`config.mk`:
```
export PLATFORM = sky130hd
export DESIGN_NAME = tlink_serial
export DESIGN_NICKNAME = d
export VERILOG_FILES = /design/src/rtl/tlink_pkg.sv /design/src/rtl/tlink_sync.sv /design/src/rtl/tlink_tx.sv /design/src/rtl/tlink_rx.sv /design/src/rtl/tlink_serial.sv
export SDC_FILE = /design/constraint.sdc
export NUM_CORES = 1
export LEC_CHECK = 0
export BUFFER_PORTS_ARGS = -buffer_cell sky130_fd_sc_hd__buf_2
export CAP_MARGIN = 40
export CORE_MARGIN = 1
export CORE_UTILIZATION = 35
export DETAILED_ROUTE_END_ITERATION = 10
export PLACE_DENSITY_LB_ADDON = 0.15
export SLEW_MARGIN = 20
export SYNTH_ARGS = -nofsm -noshare
export SYNTH_HDL_FRONTEND = slang
export SYNTH_SLANG_ARGS = --single-unit
```
`constraint.sdc`:
```
create_clock -name clk -period 4.8 [get_ports clk]
set_clock_uncertainty 0.1 [all_clocks]
set_input_delay 1.2 -clock clk [delete_from_list [all_inputs] [get_ports clk]]
set_output_delay 1.2 -clock clk [all_outputs]
set_load 0.05 [all_outputs]
```
`src/rtl/tlink_pkg.sv`:
```
package tlink_pkg;

   localparam int unsigned GAP_MIN = 2;
   localparam int unsigned GAP_MAX = 2049;

   typedef enum logic {
      TX_IDLE = 1'b0,
      TX_SEND = 1'b1
   } tx_state_e;

endpackage

```
`src/rtl/tlink_sync.sv`:
```
module tlink_sync #(
   parameter int STAGES = 2,
   parameter int WIDTH  = 2
) (
   input  logic             clk,
   input  logic             rst_n,
   input  logic [WIDTH-1:0] d,
   output logic [WIDTH-1:0] q
);

   logic [STAGES-1:0][WIDTH-1:0] stg_q;

   generate
      if (STAGES < 2) begin : g_bad_depth
         $error("tlink_sync needs at least two stages");
      end
   endgenerate

   always_ff @(posedge clk or negedge rst_n) begin
      if (!rst_n) stg_q <= '0;
      else        stg_q <= {stg_q[STAGES-2:0], d};
   end

   assign q = stg_q[STAGES-1];

endmodule

```
`src/rtl/tlink_tx.sv`:
```
module tlink_tx
   import tlink_pkg::*;
#(
   parameter int DATA_W = 8,
   parameter int GAP_W  = 12
) (
   input  logic              clk,
   input  logic              rst_n,
   input  logic              valid,
   output logic              ready,
   input  logic [DATA_W-1:0] data,
   input  logic              ctrl,
   input  logic [GAP_W-1:0]  sym_gap,
   input  logic [GAP_W-1:0]  tok_gap,
   output logic              w0,
   output logic              w1
);

   localparam int SYMS  = DATA_W + 2;
   localparam int IDX_W = $clog2(SYMS);
   localparam logic [GAP_W-1:0] GAP_LO = GAP_W'(GAP_MIN);
   localparam logic [GAP_W-1:0] GAP_HI = GAP_W'(GAP_MAX);
   localparam logic [IDX_W-1:0] LAST_IDX = IDX_W'(SYMS - 1);

   // Wait count loaded after a toggle: the clamped gap minus one.
   function automatic logic [GAP_W-1:0] wait_load(input logic [GAP_W-1:0] g);
      logic [GAP_W-1:0] c;
      c = (g < GAP_LO) ? GAP_LO : ((g > GAP_HI) ? GAP_HI : g);
      return c - 1'b1;
   endfunction

   tx_state_e         st_q;
   logic [SYMS-1:0]   frame_q;
   logic [SYMS-1:0]   frame_d;
   logic [IDX_W-1:0]  idx_q;
   logic [GAP_W-1:0]  wait_q;
   logic              w0_q, w1_q;

   assign frame_d = {^{ctrl, data}, ctrl, data};
   assign ready   = (st_q == TX_IDLE) && (wait_q == '0);
   assign w0      = w0_q;
   assign w1      = w1_q;

   always_ff @(posedge clk or negedge rst_n) begin
      if (!rst_n) begin
         st_q    <= TX_IDLE;
         frame_q <= '0;
         idx_q   <= '0;
         wait_q  <= '0;
         w0_q    <= 1'b0;
         w1_q    <= 1'b0;
      end else if (wait_q != '0) begin
         wait_q <= wait_q - 1'b1;
      end else begin
         case (st_q)
            TX_IDLE: begin
               if (valid) begin
                  w0_q    <= w0_q ^ ~frame_d[0];
                  w1_q    <= w1_q ^ frame_d[0];
                  frame_q <= frame_d >> 1;
                  idx_q   <= IDX_W'(1);
                  wait_q  <= wait_load(sym_gap);
                  st_q    <= TX_SEND;
               end
            end
            default: begin
               w0_q    <= w0_q ^ ~frame_q[0];
               w1_q    <= w1_q ^ frame_q[0];
               frame_q <= frame_q >> 1;
               if (idx_q == LAST_IDX) begin
                  idx_q  <= '0;
                  wait_q <= wait_load(tok_gap);
                  st_q   <= TX_IDLE;
               end else begin
                  idx_q  <= idx_q + 1'b1;
                  wait_q <= wait_load(sym_gap);
               end
            end
         endcase
      end
   end

endmodule

```
`src/rtl/tlink_rx.sv`:
```
module tlink_rx #(
   parameter int DATA_W = 8
) (
   input  logic              clk,
   input  logic              rst_n,
   input  logic              s0,
   input  logic              s1,
   input  logic              resync,
   output logic              valid,
   output logic [DATA_W-1:0] data,
   output logic              ctrl,
   output logic              par_err,
   output logic              sym_err
);

   localparam int SYMS  = DATA_W + 2;
   localparam int IDX_W = $clog2(SYMS);
   localparam logic [IDX_W-1:0] LAST_IDX = IDX_W'(SYMS - 1);

   logic              p0_q, p1_q;
   logic              e0, e1;
   logic [SYMS-2:0]   acc_q;
   logic [IDX_W-1:0]  idx_q;
   logic [SYMS-1:0]   full;

   assign e0   = s0 ^ p0_q;
   assign e1   = s1 ^ p1_q;
   assign full = {e1, acc_q};

   always_ff @(posedge clk or negedge rst_n) begin
      if (!rst_n) begin
         p0_q    <= 1'b0;
         p1_q    <= 1'b0;
         acc_q   <= '0;
         idx_q   <= '0;
         valid   <= 1'b0;
         data    <= '0;
         ctrl    <= 1'b0;
         par_err <= 1'b0;
         sym_err <= 1'b0;
      end else begin
         p0_q    <= s0;
         p1_q    <= s1;
         valid   <= 1'b0;
         par_err <= 1'b0;
         sym_err <= 1'b0;
         if (resync) begin
            idx_q <= '0;
         end else if (e0 && e1) begin
            sym_err <= 1'b1;
            idx_q   <= '0;
         end else if (e0 || e1) begin
            if (idx_q == LAST_IDX) begin
               valid   <= 1'b1;
               data    <= full[DATA_W-1:0];
               ctrl    <= full[DATA_W];
               par_err <= ^full;
               idx_q   <= '0;
            end else begin
               acc_q[idx_q] <= e1;
               idx_q        <= idx_q + 1'b1;
            end
         end
      end
   end

endmodule

```
`src/rtl/tlink_serial.sv`:
```
module tlink_serial
   import tlink_pkg::*;
#(
   parameter int DATA_W      = 8,
   parameter int GAP_W       = 12,
   parameter int SYNC_STAGES = 2
) (
   input  logic              clk,
   input  logic              rst_n,
   input  logic              tx_valid,
   output logic              tx_ready,
   input  logic [DATA_W-1:0] tx_data,
   input  logic              tx_ctrl,
   input  logic [GAP_W-1:0]  sym_gap,
   input  logic [GAP_W-1:0]  tok_gap,
   output logic              tx_w0,
   output logic              tx_w1,
   input  logic              rx_w0,
   input  logic              rx_w1,
   input  logic              rx_resync,
   output logic              rx_valid,
   output logic [DATA_W-1:0] rx_data,
   output logic              rx_ctrl,
   output logic              rx_par_err,
   output logic              rx_sym_err
);

   localparam longint GAP_CAP = (64'd1 << GAP_W) - 1;

   generate
      if (DATA_W < 1) begin : g_bad_data
         $error("DATA_W must be at least 1");
      end
      if (GAP_CAP < GAP_MAX) begin : g_bad_gap
         $error("GAP_W too narrow for the largest gap");
      end
      if (SYNC_STAGES < 2) begin : g_bad_sync
         $error("SYNC_STAGES must be at least 2");
      end
   endgenerate

   logic [1:0] rx_sync;

   tlink_tx #(.DATA_W(DATA_W), .GAP_W(GAP_W)) u_tx (
      .clk     (clk),
      .rst_n   (rst_n),
      .valid   (tx_valid),
      .ready   (tx_ready),
      .data    (tx_data),
      .ctrl    (tx_ctrl),
      .sym_gap (sym_gap),
      .tok_gap (tok_gap),
      .w0      (tx_w0),
      .w1      (tx_w1)
   );

   tlink_sync #(.STAGES(SYNC_STAGES), .WIDTH(2)) u_sync (
      .clk   (clk),
      .rst_n (rst_n),
      .d     ({rx_w1, rx_w0}),
      .q     (rx_sync)
   );

   tlink_rx #(.DATA_W(DATA_W)) u_rx (
      .clk     (clk),
      .rst_n   (rst_n),
      .s0      (rx_sync[0]),
      .s1      (rx_sync[1]),
      .resync  (rx_resync),
      .valid   (rx_valid),
      .data    (rx_data),
      .ctrl    (rx_ctrl),
      .par_err (rx_par_err),
      .sym_err (rx_sym_err)
   );

endmodule

```
**Word-level counts from Yosys, hierarchy flattened**

Index checks and enable logic that the tools add are counted.
Widths: inputs -> output; s select.

- Add/sub/neg operators: 5
- Magnitude comparators: 6
- Equality and inequality tests: 2
- Mux-type cells: 37
- Bitwise gates (word level): 13
- Reductions and logical operators: 14

Operators by type and width:

| operator | count |
|---|---|
| $mux 12 | 8 |
| $sub 12x1->12 const B | 3 |
| $mux 4 | 7 |
| $gt 12x12->1 const B | 2 |
| $lt 12x2->1 const B | 2 |
| $mux 10 | 2 |
| $mux 1 | 18 |
| $logic_not 12->1 | 1 |
| $reduce_bool 12->1 | 1 |
| $reduce_xor 10->1 | 1 |
| $bwmux 9 | 1 |
| $reduce_xor 9->1 | 1 |
| $add 4x1->4 const B | 2 |
| $eq 4x4->1 const B | 2 |
| $reduce_and 4->1 | 2 |
| $not 1->1 | 7 |
| $reduce_bool 3->1 | 2 |
| $xor 1x1->1 | 6 |
| $lt 4x5->1 const B | 1 |
| $demux 1 s4 | 1 |
| $ge 4x1->1 const B | 1 |
| $logic_and 1x1->1 | 3 |
| $reduce_and 2->1 | 1 |
| $reduce_bool 2->1 | 1 |
| $logic_or 1x1->1 | 1 |

- Register bits after elaboration: 60
- Input port bits: 39
- Output and inout port bits: 15
- Word-level logic and storage cells: 94

**Depth between registers and ports, before layout**

Gate-level depths: netlist of the first run.

- Depth after elaboration: 7
- Depth in mapped cells: 12
- Mapped depth without buffers: 10

**Cells and area by module**

Synthesis of the first run repeated with hierarchy kept, for this count alone.

- Cell total of the unflattened synthesis: 411
- Area total of the unflattened synthesis: 3,762.4 µm²

Modules (own cells, without submodules):

| module | times used | cells an instance | area an instance (µm²) | seq. area each (µm²) |
|---|---|---|---|---|
| tlink_tx | 1 | 286 | 2,339.7 | 700.7 |
| tlink_rx | 1 | 119 | 1,307.5 | 675.6 |
| tlink_sync | 1 | 6 | 115.1 | 100.1 |

**Worst setup path before layout of the first run**

Ideal clock, no wire load.

- Path type: reg-to-output
- Start: register u_tx.wait_q[0]
- End: output tx_ready
- Arrival time: 2.587 ns
- Required time: 3.500 ns
- Path slack: 0.913 ns
- Cell stages (with the launch flop): 9
- Buffers on the path: 2
- Cells stage by stage: dfrtp_1 inv_1 ha_1 or3b_1 or3_1 buf_2 or3_1 clkbuf_1 nor2_1

- Cells in the longest elaborated chain, start to end: 2

RTL lines:

| item | line | source |
|---|---|---|
| from (decl) | tlink_tx.sv:36 | `logic [GAP_W-1:0] wait_q;` |
| from (signal assigned) | tlink_tx.sv:53 | `wait_q <= wait_q - 1'b1;` |
| from (signal assigned) | tlink_tx.sv:62 | `wait_q <= wait_load(sym_gap);` |
| from (signal assigned) | tlink_tx.sv:72 | `wait_q <= wait_load(tok_gap);` |
| $logic_not 12->1 | tlink_tx.sv:40 | `assign ready = (st_q == TX_IDLE) && (wait_q == '0);` |
| $logic_and 1x1->1 | tlink_tx.sv:40 |  |
| to (decl) | tlink_serial.sv:11 | `output logic tx_ready,` |

Every way passes these cells.

**Worst setup path after layout of the first run**

Same ends and word-level chain as after synthesis.

==> results of run 1 <==
-- layer usage --
| layer | up-vias | wire length [um] | track usage |
|---|---|---|---|
| li1 | 1548 | - | - |
| met1 | 1443 | 4330 | 0.236 |
| met2 | 81 | 3970 | 0.259 |
| met3 | 17 | 338 | 0.0432 |
| met4 | 0 | 223 | 0.0776 |
| met5 | - | 0 | 0 |
-- power by group --
part / switching, W / leakage (nW) / internal (W)
Combinational: 0.000141 / 0.913 / 0.000134
Sequential: 0.0000583 / 0.749 / 0.000553
Clock: 0.000194 / 0.0991 / 0.000251
-- path summary, 6_finish.rpt --
check / endpoint / slack (ns)
max reg2reg: u_tx.idx_q[3]$_DFFE_PN0P_ / 1.88
min in group asynchronous: u_tx.frame_q[3]$_DFFE_PN0P_ / 0.68
max in group asynchronous: u_rx.idx_q[1]$_DFFE_PN0P_ / 3.09
max: tx_ready / 0.71
min reg2reg: u_sync.q[1]$_DFF_PN0_ / 0.25
min: u_sync.q[1]$_DFF_PN0_ / 0.25
-- metrics by stage --
step                instances  power, W  setup slack (ns)
detailed placement        560  0.000895             0.919
finish                    577   0.00133             0.705
floorplan                 387  0.000807             0.913
global route              577   0.00142             0.549
global placement          560  0.000896             0.916
CTS                       576   0.00135             0.689
-- sequential cells by signal, summed over array words and instances, names as in the netlist, 2 cells and up --
register	cells
u_sync.q	2
u_tx.wait_q	12
u_rx.data	8
u_tx.idx_q	4
u_rx.acc_q	9
u_rx.idx_q	4
u_sync.stg_q	2
u_tx.frame_q	9
-- cell usage in the layout, fill, tap and decap left out, types with 3 or more instances in the layout --
cell type	count
clkinv_2	3
a21oi_1	15
nand2_1	36
o21ai_0	31
xor2_1	8
ha_1	5
a211oi_1	4
or4_1	5
o211ai_1	3
nor4b_1	3
nand4b_1	4
clkbuf_8	10
o31a_1	3
a31oi_1	9
nor2b_1	5
o31ai_1	10
xnor2_1	23
buf_2	53
dfrtp_1	59
nor4_1	6
nand3_1	8
o2111ai_1	3
inv_1	10
nor3_1	13
or3_1	9
buf_4	4
mux2i_1	12
nor2_1	24
a21o_1	3
mux2_2	17
-- area by class of cell --
cell class,instances,share of cell area
Sequential cell,59,0.347
Multi-Input combinational cell,300,0.483
Clock inverter,5,0.0123
Tap cell,133,0.0391
Clock buffer,11,0.0332
Inverter,11,0.00970
Timing Repair Buffer,58,0.0758
-- worst reg2reg max path, delay by kind of cell, from the launching register on --
kind,cells,cell delay (ns)
buffers and inverters,1,0.08
and+or+nand+nor,5,2.08
adders and majority gates,1,0.18
DFF,1,0.42
-- cells by family after synthesis --
family	Yosys count	share of synthesized area
adders and majority gates	6	0.0200
and+or+nand+nor	133	0.195
xor gates and xnor gates	32	0.0809
buffers and inverters	28	0.0296
DFF	59	0.406
muxes	29	0.0857
AOI/OAI and AO/OA	100	0.182
-- synth_stat cells (3+ instances only) --
cell | n | area share
a31oi_1 | 9 | 0.015
o31ai_1 | 10 | 0.021
a21o_1 | 3 | 0.0062
mux2i_1 | 12 | 0.033
clkbuf_1 | 15 | 0.015
a21oi_1 | 15 | 0.021
o31a_1 | 3 | 0.0072
or4_1 | 5 | 0.010
nor4b_1 | 3 | 0.0072
mux2_2 | 17 | 0.053
xor2_1 | 8 | 0.019
inv_1 | 10 | 0.010
o21ai_0 | 31 | 0.043
or3_1 | 9 | 0.015
o211ai_1 | 3 | 0.0062
nor3_1 | 13 | 0.018
nand2_1 | 36 | 0.037
nor2_1 | 24 | 0.025
nor2b_1 | 5 | 0.0086
xnor2_1 | 23 | 0.055
nand3_1 | 8 | 0.011
a211oi_1 | 4 | 0.0083
dfrtp_1 | 59 | 0.41
nand4b_1 | 4 | 0.0096
nor4_1 | 6 | 0.010
nor3b_1 | 3 | 0.0062
ha_1 | 5 | 0.017
o2111ai_1 | 3 | 0.0072
==> flow_summary_export.csv, run 1 <==
group,metric,value,unit
clocking,ctsHoldBuffers,0,
floorplanning,die_height,104,um
worst_setup_path,startpoint,"u_tx.wait_q[0]$_DFFE_PN0P_",
finish,drive_gt1_frac,0.223,
clocking,cts_setup_buffers,0,
worst_setup_path,cp_common_cell,"or3_1",
synth,synth-main-ff-cell,"dfrtp_1",
global_route,antenna_found_initial,0,
synth,netlist_instances,387,
worst_setup_path,critPathRequiredTime,3.50,ns
worst_setup_path,worstSetupPathType,"flop to output pin",
sta,setup_viol,0,
worst_setup_path,worstReg2RegStart,"u_tx.wait_q[0]$_DFFE_PN0P_",
worst_setup_path,critPathBufInv,2,
clocking,clock_latency,0.34,ns
global_route,overflow,0,
routing,drt_first_pass_iters,6,
power,powerDensity,313,mW/mm^2
synth,synth_fp_nets,431,
floorplanning,die-area,0.0108,sq mm
global_route,grt_use_total,0.173,
worst_setup_path,arrival,2.79,ns
clocking,numCtsBuffers,9,
min_path,hold_path.class,"flop to flop",
job,cap_violations,0,
synth,ys_types,58,
sta,finalCritPeriodShare,0.853,
worst_setup_path,cp_num_cells,7,
sta,rsz0062_at_grt,"no",
sta,max_freq,244,MHz
routing,antenna_left,0,
placement,gp_congestion,0.854,
placement,dpl_cell_area,0.00404,sq mm
global_route,grt_max_degree,35,
clocking,h-tree-depth,3,
synth,ys_ff_latch,59,
global_route,grt_pass1_vias,2927,
clocking,cts_buffer_depth,2,
floorplanning,num_rows,36,
finish,multi_input_area,0.00206,sq mm
synth,ys_warn_count,0,
sta,whs,0.254,ns
routing,drt-total-wl,8860,um
synth,ys_seq_area_frac,0.406,
worst_setup_path,worst_path_max_delay_cell,"or3_1",
routing,post-route-drc-count,0,
synth,async_flop_share,1.00,
run_status,status,"finished, final reports clean",
clocking,cts.root.buffer_cell,"clkbuf_8",
worst_setup_path,cp_cell_sequence,"inv_1, ha_1, or3b_1, or3_1, or3_1, nor2_1, buf_2",
clocking,cts_tree,"built",
synth,synth_edf_count,0,
routing,drt-initial-drc-count,166,
finish,final_area,0.00426,sq mm
global_route,grt_pass1_wl,14900,um
worst_setup_path,path_max_fanout,10,
finish,regArea,0.00148,sq mm
clocking,cts.repair.resized,0,
placement,dp_hpwl,6490,um
floorplanning,initial_core_util,0.367,
worst_setup_path,critical_path.top_delay_family,"simple AND/OR/NAND/NOR gates",
clocking,clkTransAtPathRegs,0.07,ns
sta,fin_setup_tns,0,ns
clocking,clock-sinks,59,
worst_setup_path,startpoint_type,"flop",
routing,via_count,3089,
worst_setup_path,cpPeakStageDelay,0.50,ns
sta,worst_pin_slew,0.818,ns
finish,fin_util,0.430,
sta,slew-limit-headroom,0.453,
routing,wl_per_cell,15.4,um
min_path,hold_start,"u_sync.stg_q[1]$_DFF_PN0_",
synth,syn_avg_cell_area,9.40,sq um
floorplanning,io-pin-count,54,
floorplanning,die_w,104,um
finish,fillers,1020,
sta,hold_violations,0,
finish,area_delta_synth_final,17.1,%
sta,min_period,4.09,ns
finish,diodes,0,
power,vdd_drop_max,0.113,mV
routing,avgViaCountPerCell,5.35,
finish,final_nets,483,
sta,maxSlewViolCount,0,
synth,syn_area,0.00364,sq mm
placement,portBuffers,53,
power,power.leakage,1.76,nW
worst_setup_path,reg2reg_depth,7,
floorplanning,coreArea,0.00991,sq mm
min_path,holdPathStages,0,
worst_setup_path,worstSetupEndpointType,"output pin",
(Power assumes the default switching activity.)
==> inputs of run 2 (changes only) <==
==> constraint.sdc (replaced) <==
create_clock -name clk -period 4.2 [get_ports clk]
set_clock_uncertainty 0.1 [all_clocks]
set_input_delay 1.05 -clock clk [delete_from_list [all_inputs] [get_ports clk]]
set_output_delay 1.05 -clock clk [all_outputs]
set_load 0.05 [all_outputs]
==> run 2 against run 1 <==
Sequential share of layout area down 0.14 points. Wire length down 4.3%. Critical endpoint unchanged. Design area up 0.41%. Largest power group unchanged. First-iteration DRC count down 34%. Sequential power up 15%. Hold slack worse by 0.0057 ns.
==> flow_summary_export.csv, run 2 (synthesis gave the netlist of run 1 again) <==
group,metric,value,unit
finish,final_common_cell,"dfrtp_1",
routing,drt-total-wl,8480,um
floorplanning,die_w,104,um
job,cap_violations,0,
finish,drive_gt1_frac,0.222,
worst_setup_path,worstReg2RegStart,"u_tx.wait_q[0]$_DFFE_PN0P_",
routing,post-route-drc-count,0,
sta,finalCritPeriodShare,0.924,
routing,drt_first_pass_iters,6,
sta,rsz0062_at_grt,"no",
min_path,holdPathStages,0,
clocking,numCtsBuffers,9,
power,powerDensity,357,mW/mm^2
clocking,cts_tree,"built",
clocking,ctsHoldBuffers,0,
min_path,holdPathEnd,"u_sync.q[1]$_DFF_PN0_",
clocking,cts.repair.resized,0,
worst_setup_path,reg2reg_setup_slack,1.32,ns
global_route,overflow,0,
finish,largestRegisters,"u_tx.wait_q (12), u_rx.acc_q (9), u_tx.frame_q (9)",
floorplanning,io-pin-count,54,
finish,diodes,0,
floorplanning,die_height,104,um
finish,top_register,"u_tx.wait_q",
finish,area_delta_synth_final,17.6,%
worst_setup_path,worstSetupEndpointType,"output pin",
sta,hold_violations,0,
power,vdd_drop_max,0.102,mV
global_route,grt_pass1_wl,14600,um
sta,maxSlewViolCount,0,
placement,dp_hpwl,6410,um
clocking,cts.root.buffer_cell,"clkbuf_8",
finish,fillers,985,
global_route,grt_use_total,0.168,
sta,min_period,3.88,ns
sta,slew-limit-headroom,0.498,
worst_setup_path,startpoint_type,"flop",
routing,antenna_left,0,
floorplanning,num_rows,36,
routing,wl_per_cell,14.6,um
floorplanning,die-area,0.0108,sq mm
worst_setup_path,reg2reg_depth,7,
clocking,clock-sinks,59,
worst_setup_path,rr_endpoint,"u_tx.idx_q[3]$_DFFE_PN0P_",
floorplanning,coreArea,0.00991,sq mm
run_status,status,"finished, final reports clean",
global_route,antenna_found_initial,0,
clocking,cts_buffer_depth,2,
global_route,grt_pass1_vias,3035,
finish,largest_reg_flops,12,
finish,layout_common_cells,"dfrtp_1 (59), buf_2 (53), nand2_1 (36), o21ai_0 (31), nor2_1 (24)",
finish,final_nets,486,
floorplanning,initial_core_util,0.367,
routing,drt-initial-drc-count,109,
placement,gp_congestion,0.867,
routing,avgViaCountPerCell,5.33,
clocking,h-tree-depth,3,
placement,place_inst,564,
clocking,cts_setup_buffers,0,
worst_setup_path,path_max_fanout,10,
worst_setup_path,critPathRequiredTime,3.05,ns
global_route,grt_max_degree,25,
clocking,clock_latency,0.33,ns
routing,via_count,3086,
power,power.leakage,1.78,nW
worst_setup_path,arrival,2.73,ns
placement,portBuffers,53,
worst_setup_path,worstSetupPathType,"flop to output pin",
sta,fin_setup_tns,0,ns
sta,worst_pin_slew,0.753,ns
clocking,clkTransAtPathRegs,0.07,ns
finish,stdcell_count,579,
min_path,hold_path.class,"flop to flop",
sta,max_freq,258,MHz
min_path,hold_start,"u_sync.stg_q[1]$_DFF_PN0_",
sta,setup_viol,0,
## run 2: cell types whose count changed in the layout (fill, tap and decap cells not counted)
cell,previous run,this run
clkbuf_1,1,2
buf_4,4,7
clkinv_2,3,1
nor3b_2,1,0
nor3b_1,2,3
clkinvlp_4,1,0
clkbuf_8,10,11
## run 2: how the worst max path moves through the flow
stage,cells past startpoint,endpoint,from
after global routing,7,tx_ready,u_tx.wait_q[0]$_DFFE_PN0P_
after floorplan,8,tx_ready,u_tx.wait_q[0]$_DFFE_PN0P_
after CTS,7,tx_ready,u_tx.wait_q[0]$_DFFE_PN0P_
after global placement,7,tx_ready,u_tx.wait_q[0]$_DFFE_PN0P_
final,7,tx_ready,u_tx.wait_q[0]$_DFFE_PN0P_
after detailed placement,10,u_tx.wait_q[10]$_DFFE_PN0P_,sym_gap[10]
## run 2: metrics by stage
stage                     total power (W)  cell area, sq um  worst slack (ns)  hold slack [ns]   util
final                             0.00153              4280             0.319            0.248  0.431
after CTS                         0.00155              4280             0.291            0.249  0.431
after detailed placement          0.00103              4080             0.652            0.236  0.412
after global placement            0.00102              4050             0.710            0.233  0.409
after floorplan                  0.000923              3640             0.463            0.231      -
after global routing              0.00163              4280             0.137            0.254  0.431
## run 2: layout make-up
cell class	instances	area (sq um)	area share
multi-input combinational	300	2050	0.480
clock inverter	2	35.0	0.00819
tap	133	166	0.0389
clock buffer	13	159	0.0372
timing repair buffer	61	345	0.0808
inverter	11	41.3	0.00966
sequential	59	1480	0.345
## run 2: worst max-delay path: stages, from the launching register on
cell	delay, ns
dfrtp_1	0.41
inv_1	0.07
ha_1	0.17
or3b_1	0.38
or3_1	0.46
or3_1	0.50
nor2_1	0.12
buf_2	0.27
## run 2: per-layer routing
metal / vias up / routed length, um / GRT usage
met3: 14 / 319 / 0.0288
met1: 1442 / 3960 / 0.215
li1: 1550 / - / -
met4: 0 / 222 / 0.0776
met5: - / 0 / 0
met2: 80 / 3970 / 0.277
## run 2: report_power, final
| group | switching, W | internal [W] |
|---|---|---|
| clock | 0.000209 | 0.000303 |
| sequential | 0.0000678 | 0.000632 |
| combinational | 0.000159 | 0.000154 |
| total | 0.000436 | 0.00109 |
